==> src/rtl/blkxfer_pkg.sv <==
package blkxfer_pkg;

    localparam int WORD_BYTES = 4;

    typedef enum logic [1:0] {
        XM_UP_POST   = 2'd0,
        XM_UP_PRE    = 2'd1,
        XM_DOWN_POST = 2'd2,
        XM_DOWN_PRE  = 2'd3
    } xfer_mode_e;

    typedef enum logic [1:0] {
        SQ_IDLE = 2'd0,
        SQ_RUN  = 2'd1,
        SQ_FIN  = 2'd2
    } seq_state_e;

    typedef struct packed {
        xfer_mode_e mode;
        logic       is_load;
        logic       wb_en;
    } xfer_ctl_t;

    function automatic logic mode_up(input xfer_mode_e m);
        return (m == XM_UP_POST) || (m == XM_UP_PRE);
    endfunction

    function automatic logic mode_pre(input xfer_mode_e m);
        return (m == XM_UP_PRE) || (m == XM_DOWN_PRE);
    endfunction

endpackage

==> src/rtl/blkxfer_pick.sv <==
module blkxfer_pick #(
    parameter int NREG  = 16,
    parameter int IDX_W = $clog2(NREG)
) (
    input  logic [NREG-1:0]  pend_i,
    output logic [IDX_W-1:0] idx_o,
    output logic [NREG-1:0]  pend_next_o
);
    // lowest pending register goes first
    always_comb begin
        idx_o = '0;
        for (int i = NREG - 1; i >= 0; i--) begin
            if (pend_i[i]) idx_o = IDX_W'(i);
        end
    end

    assign pend_next_o = pend_i & (pend_i - NREG'(1));

endmodule

==> src/rtl/blkxfer_addr.sv <==
module blkxfer_addr
    import blkxfer_pkg::*;
#(
    parameter int ADDR_W = 32,
    parameter int NREG   = 16
) (
    input  logic [ADDR_W-1:0] base_i,
    input  logic [NREG-1:0]   mask_i,
    input  xfer_mode_e        mode_i,
    output logic [ADDR_W-1:0] first_o,
    output logic [ADDR_W-1:0] wb_base_o
);
    localparam int CNT_W = $clog2(NREG + 1);
    localparam logic [ADDR_W-1:0] WORD = ADDR_W'(WORD_BYTES);

    logic [CNT_W-1:0]  cnt;
    logic [ADDR_W-1:0] span;

    always_comb begin
        cnt = '0;
        for (int i = 0; i < NREG; i++) cnt = cnt + CNT_W'(mask_i[i]);
    end

    assign span = ADDR_W'(cnt) * WORD;

    always_comb begin
        if (mode_up(mode_i)) begin
            wb_base_o = base_i + span;
            first_o   = mode_pre(mode_i) ? base_i + WORD : base_i;
        end else begin
            wb_base_o = base_i - span;
            first_o   = mode_pre(mode_i) ? base_i - WORD : base_i;
        end
    end

endmodule

==> src/rtl/blk_xfer_seq.sv <==
module blk_xfer_seq
    import blkxfer_pkg::*;
#(
    parameter int ADDR_W = 32,
    parameter int NREG   = 16
) (
    input  logic              clk,
    input  logic              rst,
    input  logic              start_i,
    input  logic [ADDR_W-1:0] base_i,
    input  logic [NREG-1:0]   mask_i,
    input  logic [1:0]        mode_i,
    input  logic              is_load_i,
    input  logic              wb_en_i,
    input  logic              mem_ready_i,
    output logic              req_valid_o,
    output logic              req_load_o,
    output logic [$clog2(NREG)-1:0] req_idx_o,
    output logic [ADDR_W-1:0] req_addr_o,
    output logic              busy_o,
    output logic              done_o,
    output logic              wb_valid_o,
    output logic [ADDR_W-1:0] wb_base_o
);
    localparam int IDX_W = $clog2(NREG);
    localparam logic [ADDR_W-1:0] WORD = ADDR_W'(WORD_BYTES);

    seq_state_e        state_q;
    logic [NREG-1:0]   pend_q, pend_next;
    logic [ADDR_W-1:0] addr_q, wb_q, first_addr, wb_calc, step;
    xfer_ctl_t         ctl_q;
    xfer_mode_e        mode_in;

    assign mode_in = xfer_mode_e'(mode_i);

    blkxfer_addr #(.ADDR_W(ADDR_W), .NREG(NREG)) u_addr (
        .base_i    (base_i),
        .mask_i    (mask_i),
        .mode_i    (mode_in),
        .first_o   (first_addr),
        .wb_base_o (wb_calc)
    );

    blkxfer_pick #(.NREG(NREG), .IDX_W(IDX_W)) u_pick (
        .pend_i      (pend_q),
        .idx_o       (req_idx_o),
        .pend_next_o (pend_next)
    );

    assign step = mode_up(ctl_q.mode) ? WORD : ('0 - WORD);

    always_ff @(posedge clk) begin
        if (rst) begin
            state_q <= SQ_IDLE;
            pend_q  <= '0;
            addr_q  <= '0;
            wb_q    <= '0;
            ctl_q   <= '0;
        end else begin
            unique case (state_q)
                SQ_IDLE: if (start_i) begin
                    pend_q        <= mask_i;
                    addr_q        <= first_addr;
                    wb_q          <= wb_calc;
                    ctl_q.mode    <= mode_in;
                    ctl_q.is_load <= is_load_i;
                    ctl_q.wb_en   <= wb_en_i;
                    state_q       <= (mask_i != '0) ? SQ_RUN : SQ_FIN;
                end
                SQ_RUN: if (mem_ready_i) begin
                    pend_q <= pend_next;
                    addr_q <= addr_q + step;
                    if (pend_next == '0) state_q <= SQ_FIN;
                end
                SQ_FIN:  state_q <= SQ_IDLE;
                default: state_q <= SQ_IDLE;
            endcase
        end
    end

    assign req_valid_o = (state_q == SQ_RUN);
    assign req_load_o  = ctl_q.is_load;
    assign req_addr_o  = addr_q;
    assign busy_o      = (state_q != SQ_IDLE);
    assign done_o      = (state_q == SQ_FIN);
    assign wb_valid_o  = done_o && ctl_q.wb_en;
    assign wb_base_o   = wb_q;

    // stalled request holds steady
    p_hold_r7: assert property (@(posedge clk) disable iff (rst)
        (req_valid_o && !mem_ready_i) |=> (req_valid_o && $stable(req_addr_o) && $stable(req_idx_o)));

    // indices strictly ascending within a transfer
    p_idx_asc_r6: assert property (@(posedge clk) disable iff (rst)
        (req_valid_o && mem_ready_i) |=> (!req_valid_o || (req_idx_o > $past(req_idx_o))));

    // ascending modes step up by one word
    p_up_step_r2: assert property (@(posedge clk) disable iff (rst)
        (req_valid_o && mem_ready_i && mode_up(ctl_q.mode)) |=>
        (!req_valid_o || (req_addr_o == $past(req_addr_o) + WORD)));

    // descending modes step down by one word
    p_down_step_r4: assert property (@(posedge clk) disable iff (rst)
        (req_valid_o && mem_ready_i && !mode_up(ctl_q.mode)) |=>
        (!req_valid_o || (req_addr_o == $past(req_addr_o) - WORD)));

    // empty mask finishes next cycle without a request
    p_empty_r8: assert property (@(posedge clk) disable iff (rst)
        (start_i && !busy_o && (mask_i == '0)) |=> (done_o && !req_valid_o));

    // write-back only alongside done
    p_wb_done_r9: assert property (@(posedge clk) disable iff (rst)
        wb_valid_o |-> done_o);

    // done is a single pulse and ends busy
    p_done_pulse_r11: assert property (@(posedge clk) disable iff (rst)
        done_o |=> (!done_o && !busy_o));

    // start while busy does not disturb a running transfer
    p_ignore_r10: assert property (@(posedge clk) disable iff (rst)
        (start_i && req_valid_o && !mem_ready_i) |=> $stable(req_addr_o));

endmodule

==> config.mk <==
export PLATFORM = sky130hd
export DESIGN_NAME = blk_xfer_seq
export DESIGN_NICKNAME = d
export VERILOG_FILES = /design/src/rtl/blkxfer_pkg.sv /design/src/rtl/blkxfer_pick.sv /design/src/rtl/blkxfer_addr.sv /design/src/rtl/blk_xfer_seq.sv
export SDC_FILE = /design/constraint.sdc
export NUM_CORES = 1
export LEC_CHECK = 0
export BUFFER_PORTS_ARGS = -buffer_cell sky130_fd_sc_hd__buf_2
export CAP_MARGIN = 20
export CORE_AREA = 2 2 119 121
export DETAILED_ROUTE_END_ITERATION = 16
export DIE_AREA = 0 0 121 123
export HOLD_SLACK_MARGIN = 0.08
export PLACE_DENSITY = 0.91
export SYNTH_ARGS = -nofsm -noshare
export SYNTH_HDL_FRONTEND = slang
export SYNTH_HIERARCHICAL = 1
export SYNTH_SLANG_ARGS = --single-unit
==> constraint.sdc <==
create_clock -name clk -period 20.6 [get_ports clk]
set_input_delay 1.03 -clock clk [delete_from_list [all_inputs] [get_ports clk]]
set_output_delay 1.03 -clock clk [all_outputs]
set_load 0.05 [all_outputs]
==> impl_metrics.tcl, run 1 <==
set metrics [dict create \
    finalWirelength_um 25000 \
    synth_fa_ha_area_frac 0.120 \
    rsz0062_at_grt "false" \
    viasPerCell 6.43 \
    place_hpwl_um 18200 \
    yosysSeqAreaShare 0.198 \
    start_kind "input pin" \
    synth-main-ff-cell "dfxtp_1" \
    syn-num-nets 1304 \
    clk_pin_slew_worst_paths_ps 60 \
    nFillCells 1145 \
    post_cts_buffers 0 \
    ant_nets 0 \
    leakagePower_nw 4.08 \
    cts_tree "built" \
    routabilityCongestion 0.936 \
    min_from "wb_base_o[0]" \
    clockBufferDepth 2 \
    yosysTopAreaCellShare 0.198 \
    post_cts_resized 0 \
    avgRoutedWirePerCell_um 17.4 \
    peakVddDrop_v 0.0000710 \
    synthArstFlopShare 0 \
    stdcell_count 1439 \
    drtIter0Drc 952 \
    min_to "wb_base_o[0]" \
    cts_buffers 9 \
    end_kind "register" \
    grt_max_degree 87 \
    slew_headroom 0.369 \
    tightest_slew_ps 946 \
    dp_slack_ps 12420 \
    fin_crit_sh 0.388 \
    min_path_type "reg2reg" \
    cp_max_fo 34 \
    slew_viol_final 0 \
    dieArea_um2 14900 \
    layout.nets 1380 \
    syn_area_um2 8580 \
    cp.arrival_ps 8280 \
    r2r_start "ctl_q[3]" \
    synth-edff-count 0 \
    power_mw 1.02 \
    synthCells 1179 \
    synth_top_family_by_area "compound AO/OA/AOI/OAI gates" \
    ys_seq_elements 85 \
    synth-compound-area-share 0.283 \
    power_per_cell_area_nw_per_um2 107 \
    multi_input_area_um2 6400 \
    antenna_found_initial 0 \
    clkSinkCount 85 \
    whs_path_depth 2 \
    path_class "in2reg" \
    vias 9258 \
    die_x_um 121 \
    h-tree-depth 3 \
    grt-ovfl-total 0 \
    synth_area_per_cell_um2 7.27 \
    final_common_cell "nand2_1" \
    maxCapViolations 0 \
    yosys-top-cells-area "dfxtp_1, nand2_1, ha_1, a21oi_1, xnor2_1" \
    rrSetupSlack_ps 17150 \
    dpl.cell_count 1423 \
    grt_pass1_wl_um 40900 \
    synth-simple-area-share 0.245 \
    placement_rows 43 \
    synth_area_leader_cell "dfxtp_1" \
    antenna_cells 0 \
    gr-usage-all-layers 0.337 \
    die_h_um 123 \
    syn_to_final_growth_pct 10.7 \
    fin_ws_ps 12600 \
    synth_warnings 6 \
    initial_utilization 0.630 \
    pin_count 129 \
    grt_pass1_vias 8465 \
    coreArea_um2 13600 \
    synthXorXnorAreaFrac 0.0919 \
    crit_required_ps 20880 \
    synth_mux_area_frac 0.00467 \
    fmax_mhz 125 \
    cts-root-buf "clkbuf_16" \
    regArea_um2 1700 \
    fin_worst_skew_ps 7.52 \
    synth.distinct_cells 95 \
    drc 0 \
    clk-insertion-delay-late_ps 350 \
    fin_tns_setup_ps 0 \
    layout_common_cells "nand2_1, buf_2, a21oi_1" \
    hold_buffers 0 \
    port_buffers 128 \
    outcome "complete, no violations" \
    finalSetupViolCount 0 \
    hold_viol_final 0 \
    r2r-end "req_addr_o[27]" \
    period_needed_ps 8000 \
    reg2regPathDepth 10 \
    dr.pass1.iters 5 \
    drive_gt1_frac 0.152 \
]
sequential cells by signal (all words and copies together) (netlist names):
signal,flops
ctl_q,2
pend_q,16
req_addr_o,32
req_load_o,1
state_q,2
wb_base_o,32
cell type report:
cell class / instances / share of cell area
flip-flops and latches: 85 / 0.179
repair buffers: 137 / 0.0767
inverters: 48 / 0.0190
well taps: 180 / 0.0237
clock buffers: 12 / 0.0249
multi-input cells: 974 / 0.674
clock inverters: 3 / 0.00250
synthesized netlist by cell type (23+ instances only):
cell type,number
o21ai_0,37
inv_1,47
a21o_1,25
xnor2_1,59
clkbuf_1,52
dfxtp_1,85
nand2_1,205
a21oi_1,125
a311oi_1,23
xor2_1,31
nor2_1,85
ha_1,57
metal layers:
| layer | track usage | vias up | wire length (um) |
|---|---|---|---|
| li1 | - | 4423 | - |
| met1 | 0.440 | 4290 | 10600 |
| met5 | 0 | - | 0 |
| met2 | 0.558 | 477 | 11500 |
| met4 | 0.149 | 0 | 948 |
| met3 | 0.0470 | 68 | 1980 |
worst max-delay path: stages:
cell      delay, ps
buf_2           130
fa_1            540
inv_1            60
fa_1            470
fa_1            550
fa_1            420
inv_1            70
ha_1            170
inv_1            70
fa_1            440
nand2b_1        230
o31a_2          380
o21ai_4         390
inv_2           360
ha_1            530
a21o_1          250
nor3_1           60
o21ai_0          90
a311oi_1        120
a211o_1         370
o311ai_1        510
a41oi_2         220
o21ba_2         260
o31ai_2         190
xor2_1          170
nand2_1          60
a21oi_1         120
logic make-up after synthesis:
kind of cell             after synthesis
XOR/XNOR                              90
buffers and inverters                120
adder cells (fa/ha/maj)               76
multiplexers                           4
AND/OR/NAND/NOR                      449
other                                  1
flip-flops                            85
AO/OA/AOI/OAI                        354
worst max-delay path by stage:
stage,from,endpoint,cells past startpoint
floorplan,mask_i[3],wb_base_o[26],29
global placement,mask_i[3],wb_base_o[26],26
detailed placement,mask_i[3],wb_base_o[26],27
CTS,mask_i[3],wb_base_o[26],27
global route,mask_i[3],wb_base_o[26],27
finish,mask_i[3],wb_base_o[26],27
metrics by stage:
stage               cell area (um^2)  hold WS [ps]   util
detailed placement              9210           443  0.677
floorplan                       8580           432      -
global route                    9500           472  0.698
CTS                             9470           452  0.696
global placement                9210           440  0.677
finish                          9500           449  0.698
power by group:
part	leakage, nW	total, mW	internal, mW	switching (mW)
logic	3.26	0.649	0.229	0.420
registers	0.701	0.216	0.193	0.0234
clock network	0.119	0.152	0.0815	0.0704
No activity file was read; power rests on OpenSTA's default activity.
==> run 2: changes to the inputs <==
--- a/config.mk
+++ b/config.mk
@@ -7,11 +7,11 @@
 export LEC_CHECK = 0
 export BUFFER_PORTS_ARGS = -buffer_cell sky130_fd_sc_hd__buf_2
 export CAP_MARGIN = 20
-export CORE_AREA = 2 2 119 121
+export CORE_AREA = 2 2 131 133
 export DETAILED_ROUTE_END_ITERATION = 16
-export DIE_AREA = 0 0 121 123
+export DIE_AREA = 0 0 133 135
 export HOLD_SLACK_MARGIN = 0.08
-export PLACE_DENSITY = 0.91
+export PLACE_DENSITY = 0.81
 export SYNTH_ARGS = -nofsm -noshare
 export SYNTH_HDL_FRONTEND = slang
 export SYNTH_HIERARCHICAL = 1
==> constraint.sdc (replaced) <==
create_clock -name clk -period 6.4 [get_ports clk]
set_input_delay 0.32 -clock clk [delete_from_list [all_inputs] [get_ports clk]]
set_output_delay 0.32 -clock clk [all_outputs]
set_load 0.05 [all_outputs]
==> run 2 against run 1 <==
Critical path depth increased by 3. Clock skew about the same. Largest cell class unchanged. Worst hold slack got worse by 250 ps. Worst setup slack got worse by 13000 ps. Die area increased by 21%. Sequential cell count unchanged. Critical path type unchanged. First-iteration DRC count decreased by 21%. Non-clock buffer count increased by 68. Via count increased by 2.0%. Wire length increased by 7.2%. Highest routed layer is now met5.
==> impl_metrics.tcl, run 2 (synthesized netlist as in run 1, its figures left out) <==
set metrics [dict create \
    rsz0062_at_grt "true" \
    die_h_um 135 \
    fin_ws_ps 62.7 \
    crit_required_ps 6690 \
    pin_count 129 \
    grt_pass1_wl_um 42500 \
    finalWirelength_um 26800 \
    die_x_um 133 \
    dr.pass1.iters 5 \
    final_common_cell "nand2_1" \
    peakVddDrop_v 0.000233 \
    syn_to_final_growth_pct 19.8 \
    coreArea_um2 16400 \
    drive_gt1_frac 0.224 \
    clkSinkCount 85 \
    h-tree-depth 3 \
    clockBufferDepth 2 \
    r2r-end "req_addr_o[27]" \
    vias 9445 \
    dp_slack_ps -300 \
    fin_tns_setup_ps 0 \
    cp_max_fo 4 \
    placement_rows 47 \
    r2r_start "ctl_q[3]" \
    slew_viol_final 0 \
    grt_max_degree 87 \
    clk_pin_slew_worst_paths_ps 60 \
    routabilityCongestion 0.943 \
    grt_pass1_vias 8704 \
    viasPerCell 6.10 \
    antenna_found_initial 3 \
    whs_path_depth 3 \
    layout_common_cells "nand2_1, buf_2, a21oi_1" \
    wl_met1_um 11400 \
    place_hpwl_um 19700 \
    drc 0 \
    slew_headroom 0.333 \
    fin_crit_sh 0.990 \
    rrSetupSlack_ps 2960 \
    hold_buffers 0 \
    fin_worst_skew_ps 7.68 \
    whs_ps 200 \
    drtIter0Drc 750 \
    cts_tree "built" \
    cts_buffers 9 \
    clk-insertion-delay-late_ps 360 \
    fmax_mhz 158 \
    outcome "complete, no violations" \
    start_kind "input pin" \
    cp_slowest_cell "fa_1" \
    end_kind "register" \
    cp_slowest_stage_delay_ps 570 \
    crit_top_cell "fa_1" \
    min_path_type "in2reg" \
    period_needed_ps 6340 \
    initial_utilization 0.523 \
    power_per_cell_area_nw_per_um2 364 \
    min_from "is_load_i" \
    nFillCells 1486 \
    finalSetupViolCount 0 \
    top_layer "met5" \
    gr-usage-all-layers 0.290 \
    dieArea_um2 18000 \
    leakagePower_nw 4.44 \
    avgRoutedWirePerCell_um 17.3 \
    maxCapViolations 0 \
    reg2regPathDepth 10 \
    cp.arrival_ps 6620 \
    wl_met3_um 1810 \
    tightest_slew_ps 999 \
    ant_nets 0 \
    wl_met2_um 12700 \
    power_mw 3.74 \
    hold_viol_final 0 \
    layout.nets 1448 \
    min_to "req_load_o" \
    port_buffers 128 \
    cts-root-buf "clkbuf_16" \
    grt-ovfl-total 0 \
    path_class "in2reg" \
]
[run 2: how the worst max path moves through the flow]
stage	cells after the start	to	from
floorplan	28	wb_base_o[26]	mask_i[0]
global placement	30	wb_base_o[26]	mask_i[0]
detailed placement	30	wb_base_o[26]	mask_i[0]
CTS	30	wb_base_o[26]	mask_i[0]
global route	30	wb_base_o[26]	mask_i[6]
finish	30	wb_base_o[26]	mask_i[0]
[run 2: layer usage]
layer | track usage | vias to the layer above
met5 | 0 | -
met4 | 0.116 | 2
met3 | 0.0556 | 63
met2 | 0.483 | 366
met1 | 0.372 | 4450
li1 | - | 4564
[run 2: final cells by class]
class / instances / area, um^2 / share of cell area
Antenna cell: 1 / 2.50 / 0.000243
Timing Repair Buffer: 205 / 1220 / 0.119
Sequential cell: 85 / 1700 / 0.166
Clock inverter: 6 / 50.0 / 0.00487
Inverter: 48 / 188 / 0.0183
Clock buffer: 10 / 229 / 0.0223
Multi-Input combinational cell: 974 / 6610 / 0.643
Tap cell: 220 / 275 / 0.0268
[run 2: worst max-delay path, delay by kind of cell]
| kind | cells | cell delay, ps |
|---|---|---|
| xor+xnor | 1 | 170 |
| compound gates | 11 | 2060 |
| buf+inv | 5 | 340 |
| fa+ha+maj | 8 | 3150 |
| simple gates | 5 | 590 |
[run 2: through the flow]
stage / area, um^2 / util / std cells
4_1_cts: 10100 / 0.614 / 1543
3_3_place_gp: 9800 / 0.597 / 1527
2_1_floorplan: 8670 / - / 1179
5_1_grt: 10300 / 0.626 / 1549
3_5_place_dp: 9800 / 0.597 / 1527
6_report: 10300 / 0.626 / 1549
[run 2: repair_timing]
item                                    4_1_cts  5_1_grt
gates resized for setup                       0       37
setup buffers                                 0        6
endpoints found under the setup margin        0       15
[run 2: report_power, final]
group / total [mW] / switching, mW / internal (mW)
sequential: 0.693 / 0.0730 / 0.620
clock: 0.515 / 0.248 / 0.266
combinational: 2.54 / 1.50 / 1.04
total: 3.74 / 1.82 / 1.93
==> run 3: changes to the inputs <==
--- a/config.mk
+++ b/config.mk
@@ -7,11 +7,11 @@
 export LEC_CHECK = 0
 export BUFFER_PORTS_ARGS = -buffer_cell sky130_fd_sc_hd__buf_2
 export CAP_MARGIN = 20
-export CORE_AREA = 2 2 131 133
+export CORE_AREA = 4 4 148 150
 export DETAILED_ROUTE_END_ITERATION = 16
-export DIE_AREA = 0 0 133 135
+export DIE_AREA = 0 0 152 154
 export HOLD_SLACK_MARGIN = 0.08
-export PLACE_DENSITY = 0.81
+export PLACE_DENSITY = 0.68
 export SYNTH_ARGS = -nofsm -noshare
 export SYNTH_HDL_FRONTEND = slang
 export SYNTH_HIERARCHICAL = 1
==> run 3 against run 2 <==
Maximum frequency up 1.1%. Sequential power about the same. First-iteration DRC count down 23%. Clock skew up 0.70 ps. Critical path depth unchanged. Sequential cell count unchanged. Critical path type unchanged. Critical endpoint unchanged.
==> impl_metrics.tcl, run 3 (synthesized netlist as in run 1, its figures left out) <==
set metrics [dict create \
    drtIter0Drc 576 \
    slew_viol_final 0 \
    finalSetupViolCount 0 \
    layout.nets 1456 \
    stdcell_count 1612 \
    grt_pass1_wl_um 45100 \
    drive_gt1_frac 0.222 \
    die_h_um 154 \
    place_hpwl_um 21000 \
    maxCapViolations 0 \
    finalWirelength_um 28000 \
    fin_tns_setup_ps 0 \
    routabilityCongestion 0.941 \
    syn_to_final_growth_pct 21.1 \
    port_buffers 128 \
    path_class "in2reg" \
    clk_pin_slew_worst_paths_ps 60 \
    end_kind "register" \
    dieArea_um2 23400 \
    grt_max_degree 87 \
    dpl.cell_count 1593 \
    cts_tree "built" \
    cp_slowest_cell "fa_1" \
    peakVddDrop_v 0.000206 \
    period_needed_ps 6270 \
    min_path_type "in2reg" \
    outcome "complete, no violations" \
    vias 9294 \
    initial_utilization 0.415 \
    fin_worst_skew_ps 8.38 \
    grt-ovfl-total 0 \
    start_kind "input pin" \
    ant_nets 0 \
    cp_max_fo 4 \
    final_common_cell "nand2_1" \
    tightest_slew_ps 980 \
    clockBufferDepth 2 \
    h-tree-depth 3 \
    clk-insertion-delay-late_ps 360 \
    leakagePower_nw 4.50 \
    viasPerCell 5.77 \
    antenna_found_initial 3 \
    pin_count 129 \
    power_per_cell_area_nw_per_um2 363 \
    cts-root-buf "clkbuf_16" \
    hold_buffers 0 \
    layout_common_cells "nand2_1, buf_2, a21oi_1" \
    coreArea_um2 20700 \
    fin_crit_sh 0.979 \
    slew_headroom 0.346 \
    fmax_mhz 160 \
    cp_slowest_stage_delay_ps 550 \
    power_mw 3.77 \
    gr-usage-all-layers 0.229 \
    grt_pass1_vias 9059 \
    placement_rows 53 \
    rsz0062_at_grt "true" \
    crit_required_ps 6680 \
    die_x_um 152 \
    avgRoutedWirePerCell_um 17.4 \
    drc 0 \
    dr.pass1.iters 5 \
    crit_top_cell "fa_1" \
    whs_ps 209 \
    clkSinkCount 85 \
    cp.arrival_ps 6540 \
    cts_buffers 9 \
    hold_viol_final 0 \
]
-- run 3: cell count changes in the layout (fill, tap and decap cells not counted), sizes merged --
cell,previous run,this run
clkbuf,10,9
bufinv,0,1
inv,48,50
buf,205,213
clkinvlp,2,1
clkinv,4,3
-- run 3: cell type report --
type | instances | area [um^2]
clock inverter | 7 | 73.8
fill | 2090 | 10300
sequential | 85 | 1700
tap | 275 | 344
clock buffer | 9 | 225
inverter | 48 | 188
multi-input combinational | 974 | 6570
timing repair buffer | 213 | 1280
antenna | 1 | 2.50
-- run 3: layer usage --
layer / share of wire / track usage / up-vias
met3: 0.051 / 0.0391 / 40
met1: 0.45 / 0.294 / 4414
met2: 0.48 / 0.395 / 259
li1: - / - / 4577
met5: 0.00093 / 0 / -
met4: 0.020 / 0.0723 / 4
-- run 3: path summary, 6_finish.rpt --
check	to	slack, ps	cells past startpoint	from
max	wb_base_o[26]	130	30	mask_i[3]
min	req_load_o	210	3	is_load_i
max reg2reg	req_addr_o[23]	2560	10	ctl_q[3]
min reg2reg	wb_base_o[8]	450	2	wb_base_o[8]
-- run 3: critical path: cells and delay by family --
family,cells,cell delay (ps)
fa+ha+maj,8,3090
buf+inv,5,330
compound gates,11,2090
simple gates,5,540
xor+xnor,1,170
-- run 3: stage by stage --
stage	util	area (um^2)	worst slack (ps)
floorplan	-	8670	-59.8
global placement	0.481	9950	-290
detailed placement	0.481	9950	-377
CTS	0.496	10300	56.4
global route	0.502	10400	-79.7
finish	0.502	10400	132
-- run 3: repair_timing --
item	CTS	global route
endpoints found under the setup margin	1	14
resized for setup	1	24
pin swaps	0	17
setup buffers	0	2
-- run 3: where the power goes --
| group | switching (mW) | internal, mW | leakage, nW |
|---|---|---|---|
| clock | 0.245 | 0.305 | 0.146 |
| sequential | 0.0758 | 0.620 | 0.701 |
| combinational | 1.48 | 1.05 | 3.66 |
